===== src/rtl/i2cmem_pkg.sv =====
`timescale 1ns/1ps
package i2cmem_pkg;
  localparam int MEM_AW = 8;
  localparam int SEL_W  = 3;

  localparam logic [SEL_W-1:0] RIX_CTRL  = 3'd0;
  localparam logic [SEL_W-1:0] RIX_LOCK  = 3'd1;
  localparam logic [SEL_W-1:0] RIX_STAT  = 3'd2;
  localparam logic [SEL_W-1:0] RIX_COUNT = 3'd3;
  localparam logic [SEL_W-1:0] RIX_PTR   = 3'd4;

  typedef enum logic [3:0] {
    S_IDLE, S_DEV, S_ACK_DEV, S_WADDR, S_ACK_ADDR,
    S_WDATA, S_ACK_DATA, S_RDATA, S_RACK, S_WAITP
  } link_state_e;

  // low-bit mask of a page: 8 << sel bytes
  function automatic logic [MEM_AW-1:0] page_mask(input logic [1:0] sel);
    return MEM_AW'((8 << sel) - 1);
  endfunction

  // next write pointer, wrapping inside the page
  function automatic logic [MEM_AW-1:0] page_step(input logic [MEM_AW-1:0] a,
                                                  input logic [1:0] sel);
    logic [MEM_AW-1:0] m;
    m = page_mask(sel);
    return (a & ~m) | ((a + 1'b1) & m);
  endfunction
endpackage


===== src/rtl/i2cmem_lines.sv =====
`timescale 1ns/1ps
module i2cmem_lines #(
  parameter int STAGES = 2
) (
  input  logic clk,
  input  logic rst_n,
  input  logic scl_i,
  input  logic sda_i,
  output logic sda_s,
  output logic scl_rise,
  output logic scl_fall,
  output logic start_ev,
  output logic stop_ev
);
  logic [STAGES-1:0] scl_p, sda_p;
  logic scl_s, scl_d, sda_d;

  always_ff @(posedge clk or negedge rst_n) begin
    if (!rst_n) begin
      scl_p <= '1;
      sda_p <= '1;
      scl_d <= 1'b1;
      sda_d <= 1'b1;
    end else begin
      scl_p <= {scl_p[STAGES-2:0], scl_i};
      sda_p <= {sda_p[STAGES-2:0], sda_i};
      scl_d <= scl_s;
      sda_d <= sda_s;
    end
  end

  assign scl_s    = scl_p[STAGES-1];
  assign sda_s    = sda_p[STAGES-1];
  assign scl_rise = scl_s & ~scl_d;
  assign scl_fall = ~scl_s & scl_d;
  assign start_ev = scl_s & scl_d & sda_d & ~sda_s;
  assign stop_ev  = scl_s & scl_d & ~sda_d & sda_s;
endmodule


===== src/rtl/i2cmem_ramport.sv =====
`timescale 1ns/1ps
module i2cmem_ramport #(
  parameter int AW = 8,
  parameter int DW = 8
) (
  input  logic          clk,
  input  logic          rst_n,
  input  logic          rd_go,
  input  logic          wr_go,
  input  logic [AW-1:0] go_addr,
  input  logic [DW-1:0] go_wdata,
  output logic          ram_req,
  output logic          ram_we,
  output logic [AW-1:0] ram_addr,
  output logic [DW-1:0] ram_wdata,
  input  logic          ram_ack,
  input  logic [DW-1:0] ram_rdata,
  output logic [DW-1:0] rd_q
);
  always_ff @(posedge clk or negedge rst_n) begin
    if (!rst_n) begin
      ram_req   <= 1'b0;
      ram_we    <= 1'b0;
      ram_addr  <= '0;
      ram_wdata <= '0;
      rd_q      <= '0;
    end else begin
      if (ram_req && ram_ack) begin
        ram_req <= 1'b0;
        if (!ram_we) rd_q <= ram_rdata;
      end
      if (rd_go || wr_go) begin
        ram_req   <= 1'b1;
        ram_we    <= wr_go;
        ram_addr  <= go_addr;
        ram_wdata <= go_wdata;
      end
    end
  end

  AST_REQ_HOLD: assert property (@(posedge clk) disable iff (!rst_n)
    ram_req && !ram_ack |=> ram_req && $stable(ram_addr) && $stable(ram_we));
  AST_NO_OVERLAP: assert property (@(posedge clk) disable iff (!rst_n)
    (rd_go || wr_go) |-> !(ram_req && !ram_ack));
endmodule


===== src/rtl/i2cmem_regs.sv =====
`timescale 1ns/1ps
module i2cmem_regs
  import i2cmem_pkg::*;
#(
  parameter int CNT_W = 8
) (
  input  logic              clk,
  input  logic              rst_n,
  input  logic [SEL_W-1:0]  reg_sel,
  input  logic              reg_wr,
  input  logic              reg_rd,
  input  logic [7:0]        reg_wdata,
  output logic [7:0]        reg_rdata,
  input  logic              set_busy,
  input  logic              ev_wdone,
  input  logic              ev_rdone,
  input  logic              ev_match,
  input  logic [MEM_AW-1:0] cur_addr,
  input  logic [CNT_W-1:0]  byte_cnt,
  output logic [1:0]        page_len,
  output logic              busy,
  output logic              irq
);
  logic [7:0] ctrl_q;
  logic [2:0] flags_q, flags_set;
  logic       flags_clr;

  assign flags_set = {ev_match, ev_rdone, ev_wdone};
  assign flags_clr = reg_rd && (reg_sel == RIX_STAT);

  always_ff @(posedge clk or negedge rst_n) begin
    if (!rst_n) begin
      ctrl_q  <= '0;
      busy    <= 1'b0;
      flags_q <= '0;
    end else begin
      if (reg_wr && reg_sel == RIX_CTRL) ctrl_q <= reg_wdata;
      if (set_busy) busy <= 1'b1;
      else if (reg_wr && reg_sel == RIX_LOCK && !reg_wdata[0]) busy <= 1'b0;
      flags_q <= (flags_clr ? 3'b000 : flags_q) | flags_set;
    end
  end

  assign page_len = ctrl_q[7:6];
  assign irq      = ctrl_q[0] & (|flags_q);

  always_comb begin
    case (reg_sel)
      RIX_CTRL:  reg_rdata = ctrl_q;
      RIX_LOCK:  reg_rdata = {7'd0, busy};
      RIX_STAT:  reg_rdata = {5'd0, flags_q};
      RIX_COUNT: reg_rdata = 8'(byte_cnt);
      RIX_PTR:   reg_rdata = 8'(cur_addr);
      default:   reg_rdata = 8'd0;
    endcase
  end

  AST_STATUS_CLEARS: assert property (@(posedge clk) disable iff (!rst_n)
    flags_clr && flags_set == 3'b000 |=> flags_q == 3'b000);
  AST_LOCK_CLEAR: assert property (@(posedge clk) disable iff (!rst_n)
    reg_wr && reg_sel == RIX_LOCK && !reg_wdata[0] && !set_busy |=> !busy);
endmodule


===== src/rtl/i2cmem_slave.sv =====
`timescale 1ns/1ps
module i2cmem_slave
  import i2cmem_pkg::*;
#(
  parameter logic [6:0] DEV_ADDR    = 7'h50,
  parameter int         SYNC_STAGES = 2,
  parameter int         CNT_W       = 8
) (
  input  logic              clk,
  input  logic              rst_n,
  input  logic              scl_i,
  input  logic              sda_i,
  output logic              sda_oe,
  output logic              ram_req,
  output logic              ram_we,
  output logic [MEM_AW-1:0] ram_addr,
  output logic [7:0]        ram_wdata,
  input  logic              ram_ack,
  input  logic [7:0]        ram_rdata,
  input  logic [SEL_W-1:0]  reg_sel,
  input  logic              reg_wr,
  input  logic              reg_rd,
  input  logic [7:0]        reg_wdata,
  output logic [7:0]        reg_rdata,
  output logic              irq
);
  logic sda_s, scl_rise, scl_fall, start_ev, stop_ev;
  link_state_e state;
  logic [3:0]        bitcnt;
  logic [7:0]        rx_sh, rd_q;
  logic [6:0]        tx_sh;
  logic              rw_q, mack_q, txn_wr, txn_rd;
  logic [MEM_AW-1:0] cur_addr, go_addr;
  logic [CNT_W-1:0]  byte_cnt;
  logic [1:0]        page_len;
  logic              busy;

  // named internal events
  logic txn_end, byte_in, dev_hit, wr_fire, rd_byte_done, rd_go;
  assign txn_end      = start_ev | stop_ev;
  assign byte_in      = scl_fall && bitcnt == 4'd8 && !txn_end;
  assign dev_hit      = byte_in && state == S_DEV && rx_sh[7:1] == DEV_ADDR && !busy;
  assign wr_fire      = byte_in && state == S_WDATA;
  assign rd_byte_done = scl_fall && state == S_RDATA && bitcnt == 4'd7 && !txn_end;
  assign rd_go        = (dev_hit && rx_sh[0]) || rd_byte_done;
  assign go_addr      = rd_byte_done ? MEM_AW'(cur_addr + 1'b1) : cur_addr;

  i2cmem_lines #(.STAGES(SYNC_STAGES)) u_lines (
    .clk, .rst_n, .scl_i, .sda_i, .sda_s,
    .scl_rise, .scl_fall, .start_ev, .stop_ev
  );

  i2cmem_ramport #(.AW(MEM_AW), .DW(8)) u_ram (
    .clk, .rst_n, .rd_go, .wr_go(wr_fire), .go_addr, .go_wdata(rx_sh),
    .ram_req, .ram_we, .ram_addr, .ram_wdata, .ram_ack, .ram_rdata, .rd_q
  );

  i2cmem_regs #(.CNT_W(CNT_W)) u_regs (
    .clk, .rst_n, .reg_sel, .reg_wr, .reg_rd, .reg_wdata, .reg_rdata,
    .set_busy(txn_end && txn_wr), .ev_wdone(txn_end && txn_wr),
    .ev_rdone(txn_end && txn_rd), .ev_match(dev_hit),
    .cur_addr, .byte_cnt, .page_len, .busy, .irq
  );

  always_ff @(posedge clk or negedge rst_n) begin
    if (!rst_n) begin
      state    <= S_IDLE;
      bitcnt   <= '0;
      rx_sh    <= '0;
      tx_sh    <= '0;
      rw_q     <= 1'b0;
      mack_q   <= 1'b0;
      txn_wr   <= 1'b0;
      txn_rd   <= 1'b0;
      cur_addr <= '0;
      byte_cnt <= '0;
      sda_oe   <= 1'b0;
    end else if (start_ev) begin
      state  <= S_DEV;
      bitcnt <= '0;
      sda_oe <= 1'b0;
      txn_wr <= 1'b0;
      txn_rd <= 1'b0;
      if (!busy && !txn_wr) byte_cnt <= '0;
    end else if (stop_ev) begin
      state  <= S_IDLE;
      sda_oe <= 1'b0;
      txn_wr <= 1'b0;
      txn_rd <= 1'b0;
    end else begin
      if (scl_rise && (state == S_DEV || state == S_WADDR || state == S_WDATA)
          && bitcnt < 4'd8) begin
        rx_sh  <= {rx_sh[6:0], sda_s};
        bitcnt <= bitcnt + 1'b1;
      end
      if (scl_rise && state == S_RACK) mack_q <= ~sda_s;
      if (scl_fall) begin
        case (state)
          S_DEV: if (bitcnt == 4'd8) begin
            if (dev_hit) begin
              sda_oe <= 1'b1;
              rw_q   <= rx_sh[0];
              state  <= S_ACK_DEV;
            end else state <= S_WAITP;
          end
          S_ACK_DEV: begin
            bitcnt <= '0;
            if (rw_q) begin
              tx_sh  <= rd_q[6:0];
              sda_oe <= ~rd_q[7];
              state  <= S_RDATA;
            end else begin
              sda_oe <= 1'b0;
              state  <= S_WADDR;
            end
          end
          S_WADDR: if (bitcnt == 4'd8) begin
            cur_addr <= rx_sh;
            sda_oe   <= 1'b1;
            state    <= S_ACK_ADDR;
          end
          S_WDATA: if (bitcnt == 4'd8) begin
            cur_addr <= page_step(cur_addr, page_len);
            byte_cnt <= byte_cnt + 1'b1;
            txn_wr   <= 1'b1;
            sda_oe   <= 1'b1;
            state    <= S_ACK_DATA;
          end
          S_ACK_ADDR, S_ACK_DATA: begin
            sda_oe <= 1'b0;
            bitcnt <= '0;
            state  <= S_WDATA;
          end
          S_RDATA: if (bitcnt == 4'd7) begin
            sda_oe   <= 1'b0;
            cur_addr <= cur_addr + 1'b1;
            byte_cnt <= byte_cnt + 1'b1;
            txn_rd   <= 1'b1;
            state    <= S_RACK;
          end else begin
            bitcnt <= bitcnt + 1'b1;
            sda_oe <= ~tx_sh[6];
            tx_sh  <= {tx_sh[5:0], 1'b0};
          end
          S_RACK: if (mack_q) begin
            tx_sh  <= rd_q[6:0];
            sda_oe <= ~rd_q[7];
            bitcnt <= '0;
            state  <= S_RDATA;
          end else state <= S_WAITP;
          default: ;
        endcase
      end
    end
  end

  AST_ADDR_LOAD: assert property (@(posedge clk) disable iff (!rst_n)
    byte_in && state == S_WADDR |=> cur_addr == $past(rx_sh));
  AST_PAGE_KEEP: assert property (@(posedge clk) disable iff (!rst_n)
    wr_fire |=> (cur_addr & ~page_mask($past(page_len)))
                == ($past(cur_addr) & ~page_mask($past(page_len))));
  AST_READ_STEP: assert property (@(posedge clk) disable iff (!rst_n)
    rd_byte_done |=> cur_addr == MEM_AW'($past(cur_addr) + 1'b1));
  AST_NACK_RELEASE: assert property (@(posedge clk) disable iff (!rst_n)
    state == S_WAITP |-> !sda_oe);
  AST_BUSY_ON_END: assert property (@(posedge clk) disable iff (!rst_n)
    $rose(busy) |-> $past(txn_end));
  AST_BUSY_NO_ACK: assert property (@(posedge clk) disable iff (!rst_n)
    busy && state == S_DEV && byte_in |=> !sda_oe);
endmodule


===== config.mk =====
export PLATFORM = sky130hd
export DESIGN_NAME = i2cmem_slave
export DESIGN_NICKNAME = d
export VERILOG_FILES = /design/src/rtl/i2cmem_pkg.sv /design/src/rtl/i2cmem_lines.sv /design/src/rtl/i2cmem_ramport.sv /design/src/rtl/i2cmem_regs.sv /design/src/rtl/i2cmem_slave.sv
export SDC_FILE = /design/constraint.sdc
export NUM_CORES = 1
export LEC_CHECK = 0
export CAP_MARGIN = 20
export CORE_UTILIZATION = 45
export DETAILED_ROUTE_END_ITERATION = 6
export PLACE_DENSITY = 0.69
export SLEW_MARGIN = 0
export SYNTH_ARGS = -nofsm -noshare
export SYNTH_HDL_FRONTEND = slang
export SYNTH_SLANG_ARGS = --single-unit

===== constraint.sdc =====
create_clock -name clk -period 2 [get_ports clk]
set_clock_uncertainty 0.1 [all_clocks]
set_input_delay 0.4 -clock clk [delete_from_list [all_inputs] [get_ports clk]]
set_output_delay 0.4 -clock clk [all_outputs]
set_load 0.005 [all_outputs]

==> results_dict.tcl <==
set metrics [dict create \
    outcome "finished, violations left" \
    violations "setup timing" \
    wire_per_inst_um 16.7 \
    grt_pass1_vias 3942 \
    yosys.area_share.simple_pct 18.9 \
    ir_worst_vdd_v 0.000392 \
    dr.pass1.iters 5 \
    drive_above_1_share_pct 35.8 \
    cts_buffers 9 \
    synth_seq_area_share_pct 47.6 \
    clock_path_buffers 2 \
    max_freq_mhz 474 \
    synth_top_family_by_area "simple AND/OR/NAND/NOR gates" \
    end_kind "flop" \
    hold_path.class "flop to flop" \
    max_slew_margin_pct 67.8 \
    synth_xor_area_share_pct 2.07 \
    max-cap-violations 0 \
    final_cell_mix "81 x buf_4, 78 x dfrtp_1, 40 x clkdlybuf4s50_1" \
    gp_congestion 0.927 \
    ios 54 \
    synth_seq_cells 88 \
    start_util_pct 46.9 \
    synthFlopType "dfrtp_1" \
    synth-edff-count 0 \
    arrival_ps 2270 \
    fin_cells 733 \
    core-area_sq_um 9910 \
    syn_nets 485 \
    pwr_density_cell_nw_per_um2 670 \
    die_x_um 104 \
    setup_viol_count_final 24 \
    yosysWarnings 0 \
    period_share_pct 105 \
    fin_nets 626 \
    wl_um 12200 \
    crit_fanout 8 \
    finalCriticalPeriod_ps 2110 \
    die-area_sq_um 10700 \
    layout_setup_ws_ps -110 \
    grt_overflow 0 \
    start_kind "flop" \
    maxSlewViolCount 0 \
    critPathKind "flop to flop" \
    root_buffer "clkbuf_8" \
    yosys.area.top_type "dfrtp_1" \
    num_rows 36 \
    fin_tns_setup_ps -1300 \
    vias 4124 \
    crit_required_ps 2160 \
    htree_levels 3 \
    synth_compound_area_share_pct 15.2 \
    synth.cell_area_sq_um 4640 \
    power_mw 4.33 \
    cts_tree "built" \
    dp_hpwl_um 8350 \
    areaGrowthSynthToFinish_pct 39.1 \
    hold_violations 0 \
    clkSinkCount 88 \
    place.port_buffers 53 \
    rsz0062_at_grt "yes" \
    viasPerCell 5.63 \
    antenna_found_initial 0 \
    muxShareOfSynthArea_pct 11.0 \
    power_leakage_nw 2.91 \
    grt_max_degree 89 \
    synth_area_leaders "dfrtp_1 44%, mux2_2 8.0%, o21ai_0 4.0%" \
    placed_cells 695 \
    clk_latency_ps 370 \
    ant_nets 0 \
    synth_fa_ha_area_share_pct 1.35 \
    grt_usage_pct 22.9 \
    drt_iter0_markers 235 \
    yosysTopAreaCellShare_pct 44.2 \
    drc_errors 0 \
    grt_pass1_wl_um 19600 \
    dieHeight_um 104 \
    ys_types 62 \
    avgSynthCellArea_sq_um 10.2 \
    post-route-util_pct 65.2 \
    worst_slew_pin_slew_ps 483 \
    clk_pin_slew_ps 100 \
    async_flop_share_pct 100 \
    diodes 0 \
    netlist_instances 454 \
    final_common_cell "buf_4" \
]
## metal layers
metal  global-route usage, %  up-vias  routed length, um
met5                       0        -                  0
met4                    8.90        0                310
met3                    4.09       29                538
met2                    36.7      143               5930
met1                    30.8     2026               5460
li1                        -     1926                  -
## power by group
| part | switching (mW) | internal [mW] |
|---|---|---|
| logic | 0.425 | 0.510 |
| registers | 0.154 | 1.96 |
| clock network | 0.693 | 0.588 |
| total | 1.27 | 3.06 |
## synthesized netlist by cell type (6+ instances only)
master / instances
nor2_1: 34
xor2_1: 8
nand3_1: 14
mux2i_1: 14
mux2_2: 33
nor3_1: 10
dfrtp_1: 82
nand2_1: 37
a21oi_1: 23
o21ai_0: 37
nor2b_1: 8
dfstp_2: 6
clkbuf_1: 11
a31oi_1: 7
nand2b_1: 8
and3_1: 9
o22ai_1: 6
inv_1: 14
## path summary, 6_finish.rpt
kind,slack (ps),from,endpoint,depth (start not counted)
hold / removal,260,u_lines.scl_p[0]$_DFF_PN1_,u_lines.scl_p[1]$_DFF_PN1_,0
setup reg to reg,-110,bitcnt[0]$_DFFE_PN0P_,cur_addr[5]$_DFFE_PN0P_,10
min in group asynchronous,470,rst_n,byte_cnt[5]$_DFFE_PN0P_,3
hold reg to reg,260,u_lines.scl_p[0]$_DFF_PN1_,u_lines.scl_p[1]$_DFF_PN1_,0
max in group asynchronous,890,rst_n,u_lines.scl_d$_DFF_PN1_,3
setup / recovery,-110,bitcnt[0]$_DFFE_PN0P_,cur_addr[5]$_DFFE_PN0P_,10
## critical path: stages (launching register included)
cell,delay [ps]
dfrtp_1,410
inv_1,70
ha_2,180
nand3b_1,120
buf_4,160
buf_6,110
mux2i_2,160
o2111ai_2,160
buf_6,190
o31ai_2,230
o31ai_1,100
## cells by family (layout without fill, tap and decap cells)
| logic type | Yosys count | after routing |
|---|---|---|
| and+or+nand+nor | 157 | 157 |
| AOI/OAI and AO/OA | 109 | 109 |
| DFF | 88 | 88 |
| muxes | 47 | 47 |
| buffers and inverters | 37 | 183 |
| xor gates and xnor gates | 11 | 11 |
| adders and majority gates | 5 | 5 |
## per-stage QoR
step,hold WS (ps),area (sq um),worst slack (ps)
finish,256,6460,-110
detailed placement,247,5850,-660
floorplan,4.41,4680,-9.38
CTS,260,6200,-127
global route,264,6460,-192
global placement,245,5850,-565
## final cells by class
type                       count  area [sq um]
inverter                      14          52.6
multi-input combinational    329          2490
clock inverter                 7          77.6
tap                          133           166
timing repair buffer         153          1340
sequential                    88          2210
fill                         793          3450
clock buffer                   9           124
## what timing repair did
action / 4_1_cts / 5_1_grt
pin swaps: 12 / 18
hold buffers: 1 / 0
setup buffers: 8 / 13
hold endpoints to repair: 80 / 0
setup endpoints to repair: 46 / 46
resized for setup: 57 / 55
cloned: 2 / 0
## registers in the layout, summed over array words and instances (netlist names), 7 cells and up
| register | flops |
|---|---|
| byte_cnt | 8 |
| cur_addr | 8 |
| rx_sh | 8 |
| u_ram.ram_addr | 8 |
| u_ram.ram_wdata | 8 |
| u_ram.rd_q | 8 |
| u_regs.ctrl_q | 8 |
| tx_sh | 7 |
Power figures use the tool's default switching activity.
